File: src/rtl/sckDivPkg.sv
package sckDivPkg;
  localparam int NUM_CH = 2;
  localparam int TX_CH = 0;
  localparam int RX_CH = 1;

  typedef struct packed {
    logic bypass;
    logic edgeDue;
  } sckCtlT;
endpackage

File: src/rtl/sckDivCtrl.sv
module sckDivCtrl
  import sckDivPkg::*;
#(
  parameter int CODE_W = 16,
  parameter int PRE_LOG = 5,
  parameter int EXP_MAX = 4,
  parameter logic [15:0] BYPASS_CODE = 16'h0007,
  parameter logic [7:0] PRE_TAG = 8'h1F
) (
  input  logic              clk,
  input  logic              rstN,
  input  logic              runEn,
  input  logic [CODE_W-1:0] scale,
  output sckCtlT            ctl
);
  localparam int BIN_W = EXP_MAX;
  localparam int EXP_W = $clog2(EXP_MAX + 1);

  logic [7:0]        lowField;
  logic [CODE_W-9:0] highField;
  logic              bypass;
  logic              usePre;
  logic [EXP_W-1:0]  expSel;
  logic [PRE_LOG-1:0] preCnt;
  logic [BIN_W-1:0]  binCnt;
  logic [BIN_W:0]    termVal;
  logic              preWrap;
  logic              binLast;

  assign lowField  = scale[7:0];
  assign highField = scale[CODE_W-1:8];

  // Code decode: bypass, plain exponent, prescaled exponent, else slowest.
  always_comb begin
    bypass = 1'b0;
    usePre = 1'b1;
    expSel = EXP_W'(EXP_MAX);
    if (scale == CODE_W'(BYPASS_CODE)) begin
      bypass = 1'b1;
      usePre = 1'b0;
      expSel = '0;
    end else if (lowField <= 8'(EXP_MAX)) begin
      if (highField == '0) begin
        usePre = 1'b0;
        expSel = lowField[EXP_W-1:0];
      end else if (highField == (CODE_W-8)'(PRE_TAG)) begin
        usePre = 1'b1;
        expSel = lowField[EXP_W-1:0];
      end
    end
  end

  assign termVal = ((BIN_W+1)'(1) << expSel) - (BIN_W+1)'(1);
  assign preWrap = !usePre || (&preCnt);
  assign binLast = ({1'b0, binCnt} >= termVal);

  always_ff @(posedge clk) begin
    if (!rstN || !runEn || bypass) begin
      preCnt <= '0;
      binCnt <= '0;
    end else begin
      preCnt <= usePre ? preCnt + PRE_LOG'(1) : '0;
      if (preWrap) binCnt <= binLast ? '0 : binCnt + BIN_W'(1);
    end
  end

  assign ctl.bypass  = bypass;
  assign ctl.edgeDue = runEn && !bypass && preWrap && binLast;
endmodule

File: src/rtl/sckDivPath.sv
module sckDivPath
  import sckDivPkg::*;
(
  input  logic                clk,
  input  logic                rstN,
  input  logic                runEn,
  input  logic                cpol,
  input  logic                cpha,
  input  sckCtlT [NUM_CH-1:0] ctl,
  output logic                sck,
  output logic                shiftStb,
  output logic                sampleStb
);
  logic [NUM_CH-1:0] phase;
  logic [NUM_CH-1:0] leadStb;
  logic [NUM_CH-1:0] trailStb;

  for (genvar ch = 0; ch < NUM_CH; ch++) begin : g_chan
    always_ff @(posedge clk) begin
      if (!rstN || !runEn) phase[ch] <= 1'b0;
      else if (ctl[ch].edgeDue) phase[ch] <= ~phase[ch];
    end
    assign leadStb[ch]  = ctl[ch].bypass ? runEn : (ctl[ch].edgeDue && !phase[ch]);
    assign trailStb[ch] = ctl[ch].bypass ? runEn : (ctl[ch].edgeDue && phase[ch]);
  end

  assign shiftStb  = cpha ? leadStb[TX_CH] : trailStb[TX_CH];
  assign sampleStb = cpha ? trailStb[RX_CH] : leadStb[RX_CH];
  assign sck = (ctl[TX_CH].bypass && runEn) ? (clk ^ cpol) : (phase[TX_CH] ^ cpol);
endmodule

File: src/rtl/sckPrescaler.sv
module sckPrescaler
  import sckDivPkg::*;
#(
  parameter int CODE_W = 16,
  parameter int PRE_LOG = 5,
  parameter int EXP_MAX = 4
) (
  input  logic              clk,
  input  logic              rstN,
  input  logic              clkEn,
  input  logic              cpol,
  input  logic              cpha,
  input  logic [CODE_W-1:0] txScale,
  input  logic [CODE_W-1:0] rxScale,
  output logic              sck,
  output logic              shiftStb,
  output logic              sampleStb
);
  logic                runEn;
  sckCtlT [NUM_CH-1:0] ctl;

  assign runEn = clkEn && rstN;

  for (genvar ch = 0; ch < NUM_CH; ch++) begin : g_ctrl
    sckDivCtrl #(
      .CODE_W (CODE_W),
      .PRE_LOG(PRE_LOG),
      .EXP_MAX(EXP_MAX)
    ) u_ctrl (
      .clk  (clk),
      .rstN (rstN),
      .runEn(runEn),
      .scale((ch == TX_CH) ? txScale : rxScale),
      .ctl  (ctl[ch])
    );
  end

  sckDivPath u_path (
    .clk      (clk),
    .rstN     (rstN),
    .runEn    (runEn),
    .cpol     (cpol),
    .cpha     (cpha),
    .ctl      (ctl),
    .sck      (sck),
    .shiftStb (shiftStb),
    .sampleStb(sampleStb)
  );
endmodule

File: config.mk
export PLATFORM = sky130hd
export DESIGN_NAME = sckPrescaler
export DESIGN_NICKNAME = d
export VERILOG_FILES = /design/src/rtl/sckDivPkg.sv /design/src/rtl/sckDivCtrl.sv /design/src/rtl/sckDivPath.sv /design/src/rtl/sckPrescaler.sv
export SDC_FILE = /design/constraint.sdc
export NUM_CORES = 1
export LEC_CHECK = 0
export BUFFER_PORTS_ARGS = -buffer_cell sky130_fd_sc_hd__buf_2
export CORE_ASPECT_RATIO = 1.4
export CORE_MARGIN = 8
export CORE_UTILIZATION = 53
export DETAILED_ROUTE_END_ITERATION = 8
export PLACE_DENSITY = 0.82
export RECOVER_POWER = 25
export SLEW_MARGIN = 15
export SYNTH_ARGS = -nofsm -noshare
export SYNTH_HDL_FRONTEND = slang
export SYNTH_SLANG_ARGS = --single-unit
File: constraint.sdc
create_clock -name clk -period 4 [get_ports clk]
set_input_delay 0.2 -clock clk [delete_from_list [all_inputs] [get_ports clk]]
set_output_delay 0.2 -clock clk [all_outputs]
set_load 0.01 [all_outputs]
==> metrics.yaml, run 1 <==
pwr:
  max-vdd-ir-drop_uv: 150.9
  netSwitchingPower_uw: 106.4
  power_per_cell_area_nw_per_um2: 259.3
  power.internal_uw: 375.4
  share_clk_of_total_power_pct: 47.8
  power.leakage_uw: 0.0007861
  sequential_share_of_power_pct: 42.0
  switching_share_pct: 22.09
  combinationalPowerShare_pct: 10.1
cts:
  cts-resized-gates: 0
  clk_pin_slew_worst_paths_ns: 0.07
  cts_tree: "yes"
  post-cts-setup-buffers: 0
  clk_latency_ns: 0.36
  post_cts_hold_buffer_count: 0
layout:
  insertedDiodeCount: 0
  instances_no_fill: 259
  final_nets: 276
  mostFrequentLayoutCells: "39 x sky130_fd_sc_hd__buf_2, 20 x sky130_fd_sc_hd__dfxtp_1, 16 x sky130_fd_sc_hd__nand2_1, 16 x sky130_fd_sc_hd__ha_1, 13 x sky130_fd_sc_hd__nor2_1"
  mostFrequentLayoutCell: "sky130_fd_sc_hd__buf_2"
  area.growth.synth_to_final_pct: 20.15
  layout-drive-gt1-share_pct: 24.77
critical_path:
  cp-end-kind: "primary output"
  timing.critical_path.fanout_max: 5
  worst_setup_path_start_kind: "primary input"
  worst-setup-path-type: "primary input to primary output"
  required_time_of_the_critical_path_ns: 3.80
  crit_arrival_ns: 3.40
global_routing:
  grt_max_degree: 14
  grtUsageTotal_pct: 16.06
  vias_in_the_first_global_route: 1535
  grt_first_pass_wirelength_um: 6134
  grt_overflow: 0
  antenna_found_initial: 0
timing:
  fin_tns_setup_ns: 0
  unrepaired_setup_endpoints_after_global_routing: "false"
  worst_slack_ns: 0.4011
  hold_violations: 0
  final-setup-viol-count: 0
  timing_max_transition_violations_final: 0
  worst-slew-pin-transition_ns: 0.5000
  timing.final.crit_share_pct: 89.97
  layout_min_cycle_time_ns: 3.599
  max_slew_margin_pct: 66.56
  fmaxAchievable_ghz: 0.2779
  fin_worst_skew_ns: 0.004560
synth:
  number_of_enable_flip_flop_cells_after_synthesis: 0
  post_synth_inst_count: 180
  ys_seq_area_share_pct: 25.89
  ys.warnings.count: 0
  syn_area_per_cell_um2: 8.592
  synth_top_cell_by_area: "sky130_fd_sc_hd__dfxtp_1"
  yosysUniqueCellTypes: 45
  synthArstFlopShare_pct: 0
  mappedNetlistArea_um2: 1546
  synth.net_count: 233
  synth_ff_type: "sky130_fd_sc_hd__dfxtp_1"
  post-synth-top-area-fraction_pct: 25.89
  ys_top_cells_by_area: "sky130_fd_sc_hd__dfxtp_1 26%, sky130_fd_sc_hd__ha_1 13%, sky130_fd_sc_hd__xnor2_1 5.1%"
  ys_ff_latch: 20
die:
  core-area_um2: 2820
  placementRows: 23
  floorplan.die.height_um: 79.92
  chipWidth_um: 61.66
  design.die.area_um2: 4927
  starting_density_of_the_core_pct: 54.84
  io-pin-count: 40
routing:
  drc_errors: 0
  num_vias: 1536
  dr.pass1.iters: 4
  ant_nets: 0
  drt-initial-drc-count: 32
  vias_per_cell: 5.931
  wirelength_um: 3534
  drt-wirelength-per-cell_um: 13.64
placement:
  port_buffer_count: 39
  hpwlAfterDp_um: 2787
  place_ws_ns: 0.4985
  finalWeightedCongestion: 0.8539
  numPlacedInstances: 252
flow_run:
  cap_viol_max_count: 0
outcome:
  run_status: "completed"
hold_path:
  holdCritPathClass: "primary input to register"
==> cells by family (layout without fill, tap and decap cells) <==
family / Yosys count / after routing / synth area share (%)
mux: 6 / 6 / 3.884
buf+inv: 10 / 52 / 2.912
xor+xnor: 13 / 13 / 7.363
simple gates: 85 / 85 / 30.26
fa+ha+maj: 16 / 16 / 12.94
flops: 20 / 20 / 25.89
compound gates: 30 / 30 / 16.75
==> cells in the mapped netlist (4+ instances only) <==
cell / number
sky130_fd_sc_hd__dfxtp_1: 20
sky130_fd_sc_hd__ha_1: 16
sky130_fd_sc_hd__nand2_1: 16
sky130_fd_sc_hd__nor2_1: 13
sky130_fd_sc_hd__nand3_1: 11
sky130_fd_sc_hd__xnor2_1: 9
sky130_fd_sc_hd__nor3_1: 8
sky130_fd_sc_hd__nor4_1: 8
sky130_fd_sc_hd__o21ai_0: 7
sky130_fd_sc_hd__inv_1: 6
sky130_fd_sc_hd__mux2i_1: 6
sky130_fd_sc_hd__a211oi_1: 4
sky130_fd_sc_hd__and2_1: 4
sky130_fd_sc_hd__and3_1: 4
sky130_fd_sc_hd__or3_1: 4
sky130_fd_sc_hd__xor2_1: 4
==> critical path, stage by stage <==
cell	delay (ns)
sky130_fd_sc_hd__buf_2	0.11
sky130_fd_sc_hd__or4_1	0.61
sky130_fd_sc_hd__o32ai_4	0.27
sky130_fd_sc_hd__nand2_1	0.13
sky130_fd_sc_hd__nor2_1	0.15
sky130_fd_sc_hd__nand4_1	0.11
sky130_fd_sc_hd__ha_1	0.31
sky130_fd_sc_hd__xnor2_1	0.16
sky130_fd_sc_hd__ha_1	0.28
sky130_fd_sc_hd__o21a_1	0.11
sky130_fd_sc_hd__o221ai_1	0.19
sky130_fd_sc_hd__a2111oi_4	0.44
sky130_fd_sc_hd__a22o_1	0.19
sky130_fd_sc_hd__buf_2	0.13
==> flip-flops by register name, indices dropped and copies added (netlist names) <==
register              count
g_ctrl.u_ctrl.binCnt      8
g_ctrl.u_ctrl.preCnt     10
u_path.phase              2
==> metrics by stage <==
| step | utilization [%] | hold WS [ns] | instance area, um2 | power (uW) |
|---|---|---|---|---|
| after global placement | 62.60 | 0.4323 | 1765 | 256.1 |
| final | 65.88 | 0.3191 | 1858 | 481.8 |
| after floorplan | - | 0.4140 | 1546 | 229.4 |
| after CTS | 66.02 | 0.3114 | 1862 | 486.6 |
| after global routing | 65.88 | 0.3335 | 1858 | 504.9 |
| after detailed placement | 62.60 | 0.4411 | 1765 | 257.5 |
==> final cells by class <==
type | count | area [um2]
Clock buffer | 8 | 101.3
Tap cell | 37 | 46.29
Inverter | 6 | 22.52
Multi-Input combinational cell | 150 | 1097
Fill cell | 268 | 962.2
Sequential cell | 20 | 400.4
Timing Repair Buffer | 38 | 190.2
==> power by group through the flow <==
stage	clock network, uW	registers (uW)	logic (uW)
6_report	230	202	48.9
5_1_grt	248	203	54.3
4_1_cts	235	202	49.3
3_5_place_dp	1.71	207	48.7
3_3_place_gp	1.71	207	47.6
2_1_floorplan	1.31	207	21.5
==> per-layer routing <==
metal | global-route usage, % | share of wire (%) | vias to the layer above
li1 | - | - | 761
met2 | 27.55 | 49 | 50
met1 | 15.38 | 42 | 719
met4 | 8.467 | 1.5 | 0
met5 | 0 | 0 | -
met3 | 6.935 | 8.0 | 6
==> worst paths after layout <==
kind                               from                          to  slack [ns]  depth (start not counted)
max                          txScale[9]                    shiftStb        0.40                         14
min                         rxScale[12]  g_ctrl[1].u_ctrl.preCnt[4]        0.32                          4
max reg2reg  g_ctrl[0].u_ctrl.binCnt[0]             u_path.phase[0]        2.13                          7
min reg2reg  g_ctrl[0].u_ctrl.preCnt[0]  g_ctrl[0].u_ctrl.preCnt[0]        0.45                          1
Power figures use the tool's default switching activity.
==> run 2: changes to the inputs <==
--- a/config.mk
+++ b/config.mk
@@ -8,9 +8,9 @@
 export BUFFER_PORTS_ARGS = -buffer_cell sky130_fd_sc_hd__buf_2
 export CORE_ASPECT_RATIO = 1.4
 export CORE_MARGIN = 8
-export CORE_UTILIZATION = 53
+export CORE_UTILIZATION = 40
 export DETAILED_ROUTE_END_ITERATION = 8
-export PLACE_DENSITY = 0.82
+export PLACE_DENSITY = 0.65
 export RECOVER_POWER = 25
 export SLEW_MARGIN = 15
 export SYNTH_ARGS = -nofsm -noshare
==> run 2 against run 1 <==
Via count is 3.0% lower. Sequential cell count stayed put. Setup slack worse by 0.011 ns. Global-route usage is 3.8 points lower. Die area grew 25%. Cell count increased by 1.9%. Largest cell class unchanged. Largest power group unchanged.
==> metrics.yaml, run 2 (synthesis results as in run 1) <==
placement:
  numPlacedInstances: 257  # +2.0%
  finalWeightedCongestion: 0.7601  # -11%
  place_ws_ns: 0.4634  # -0.03514 ns
  port_buffer_count: 39  # unchanged
  hpwlAfterDp_um: 2835  # +1.7%
critical_path:
  timing.critical_path.fanout_max: 5  # unchanged
  critical-path-top-cell-by-count: "sky130_fd_sc_hd__ha_1"
  critical-path-top-delay-family: "compound AO/OA/AOI/OAI gates"
  ff2ff_setup_slack_ns: 2.13  # about the same
  worst_setup_path_start_kind: "primary input"
  critPathMaxStageDelay_ns: 0.61  # about the same
  critical_path.cell_chain: "clkbuf_1 > or4_1 > o32ai_4 > nand2_1 > nor2_1 > nand4_1 > ha_1 > xnor2_1 > ha_1 > o21a_1 > o221ai_1 > a2111oi_4 > a22o_1 > buf_2"
  worst-setup-path-type: "primary input to primary output"
  slowest_stage: "sky130_fd_sc_hd__or4_1"
  required_time_of_the_critical_path_ns: 3.80  # about the same
  crit_arrival_ns: 3.41  # about the same
  cp-end-kind: "primary output"
  crit_buf_inv: 2  # unchanged
global_routing:
  grt_first_pass_wirelength_um: 5823  # -5.1%
  grtUsageTotal_pct: 12.23  # -3.8 points
  antenna_found_initial: 0  # unchanged
  grt_max_degree: 14  # unchanged
  vias_in_the_first_global_route: 1460  # -4.9%
  grt_overflow: 0  # unchanged
die:
  floorplan.die.height_um: 89.57  # +12%
  placementRows: 26  # +13%
  design.die.area_um2: 6140  # +25%
  io-pin-count: 40  # unchanged
  chipWidth_um: 68.55  # +11%
  core-area_um2: 3676  # +30%
  starting_density_of_the_core_pct: 42.07  # -13 points
layout:
  mostFrequentLayoutCell: "sky130_fd_sc_hd__buf_2"
  insertedDiodeCount: 0  # unchanged
  final_nets: 276  # unchanged
  registers.top_by_ff_count: "g_ctrl.u_ctrl.preCnt"
  layout-drive-gt1-share_pct: 24.32  # -0.45 points
  instances_no_fill: 264  # +1.9%
  mostFrequentLayoutCells: "38 x sky130_fd_sc_hd__buf_2, 20 x sky130_fd_sc_hd__dfxtp_1, 16 x sky130_fd_sc_hd__nand2_1, 16 x sky130_fd_sc_hd__ha_1, 13 x sky130_fd_sc_hd__nor2_1"
  biggestRegsByFlops: "g_ctrl.u_ctrl.preCnt x10, g_ctrl.u_ctrl.binCnt x8, u_path.phase x2"
  area.growth.synth_to_final_pct: 21.52
  largest_register_ffs: 10  # unchanged
  layout.core_utilization_pct: 51.12  # -15 points
timing:
  worst_slack_ns: 0.3904  # -0.01064 ns
  timing.final.crit_share_pct: 90.24  # +0.27 points
  layout_min_cycle_time_ns: 3.610  # +0.01064 ns
  hold_violations: 0  # unchanged
  worst-slew-pin-transition_ns: 0.5104  # +0.01045 ns
  fmaxAchievable_ghz: 0.2770  # -0.29%
  fin_worst_skew_ns: 0.003858  # -0.0007017 ns
  max_slew_margin_pct: 65.86  # -0.70 points
  unrepaired_setup_endpoints_after_global_routing: "false"
  final-setup-viol-count: 0  # unchanged
  timing_max_transition_violations_final: 0  # unchanged
  fin_tns_setup_ns: 0  # unchanged
  fin_hold_ws_ns: 0.3017  # -0.01737 ns
routing:
  drt-initial-drc-count: 36  # +13%
  top_layer_used: "met4"
  vias_per_cell: 5.644  # -4.8%
  drt-wirelength-per-cell_um: 13.28  # -2.6%
  ant_nets: 0  # unchanged
  drc_errors: 0  # unchanged
  wirelength_um: 3507  # -0.76%
  routed-wl-met3_um: 336  # +19%
  detail_route.wirelength.met1_um: 1521  # +2.8%
  num_vias: 1490  # -3.0%
  dr.pass1.iters: 5  # +1
  routed_met2_length_um: 1587  # -7.6%
pwr:
  power_per_cell_area_nw_per_um2: 281.0  # +8.4%
  power.leakage_uw: 0.0007902  # +0.53%
  max-vdd-ir-drop_uv: 208.8  # +38%
cts:
  clk_pin_slew_worst_paths_ns: 0.07  # about the same
  cts-resized-gates: 0  # unchanged
  cts_tree: "yes"
  clk_latency_ns: 0.36  # about the same
  post-cts-setup-buffers: 0  # unchanged
  post_cts_hold_buffer_count: 0  # unchanged
hold_path:
  holdCritPathClass: "primary input to register"
flow_run:
  cap_viol_max_count: 0  # unchanged
outcome:
  run_status: "completed"
==> run 2: changes by cell type in the layout (fill, tap and decap cells not counted) <==
cell / before / now
sky130_fd_sc_hd__bufinv_16: 0 / 1
sky130_fd_sc_hd__clkbuf_1: 0 / 1
sky130_fd_sc_hd__clkbuf_8: 7 / 6
sky130_fd_sc_hd__buf_2: 39 / 38
==> run 2: final cells by class <==
class,count,area [um2]
Tap cell,42,52.55
Inverter,6,22.52
Sequential cell,20,400.4
Timing Repair Buffer,38,188.9
Fill cell,383,1797
Clock inverter,1,30.03
Multi-Input combinational cell,150,1097
Clock buffer,7,87.58
==> run 2: worst min-delay path: cells and delay by family <==
| family | cells | cell delay (ns) |
|---|---|---|
| buf+inv | 1 | 0.11 |
| simple gates | 2 | 0.25 |
| compound gates | 1 | 0.06 |
==> run 2: layer usage <==
layer | vias to the layer above | global-route usage [%]
li1 | 760 | -
met1 | 667 | 13.16
met2 | 57 | 20.44
met3 | 6 | 3.851
met4 | 0 | 6.729
met5 | - | 0
==> run 2: worst paths after layout <==
check	from	end	depth (start not counted)
worst max register to register	g_ctrl[0].u_ctrl.binCnt[0]	g_ctrl[0].u_ctrl.binCnt[2]	7
worst min register to register	g_ctrl[0].u_ctrl.preCnt[0]	g_ctrl[0].u_ctrl.preCnt[0]	1
worst min-delay path	rstN	g_ctrl[0].u_ctrl.preCnt[4]	4
worst max-delay path	txScale[9]	shiftStb	14
==> run 2: stage by stage <==
step                power, uW  cell area (um2)
floorplan               229.4             1546
global placement        256.5             1772
detailed placement      257.2             1772
CTS                     537.3             1884
global route            547.7             1879
finish                  528.0             1879
==> run 2: power breakdown <==
group          switching (uW)  internal, uW
sequential               1.24           201
combinational            26.5          21.9
clock                    79.2           198
total                     107           421
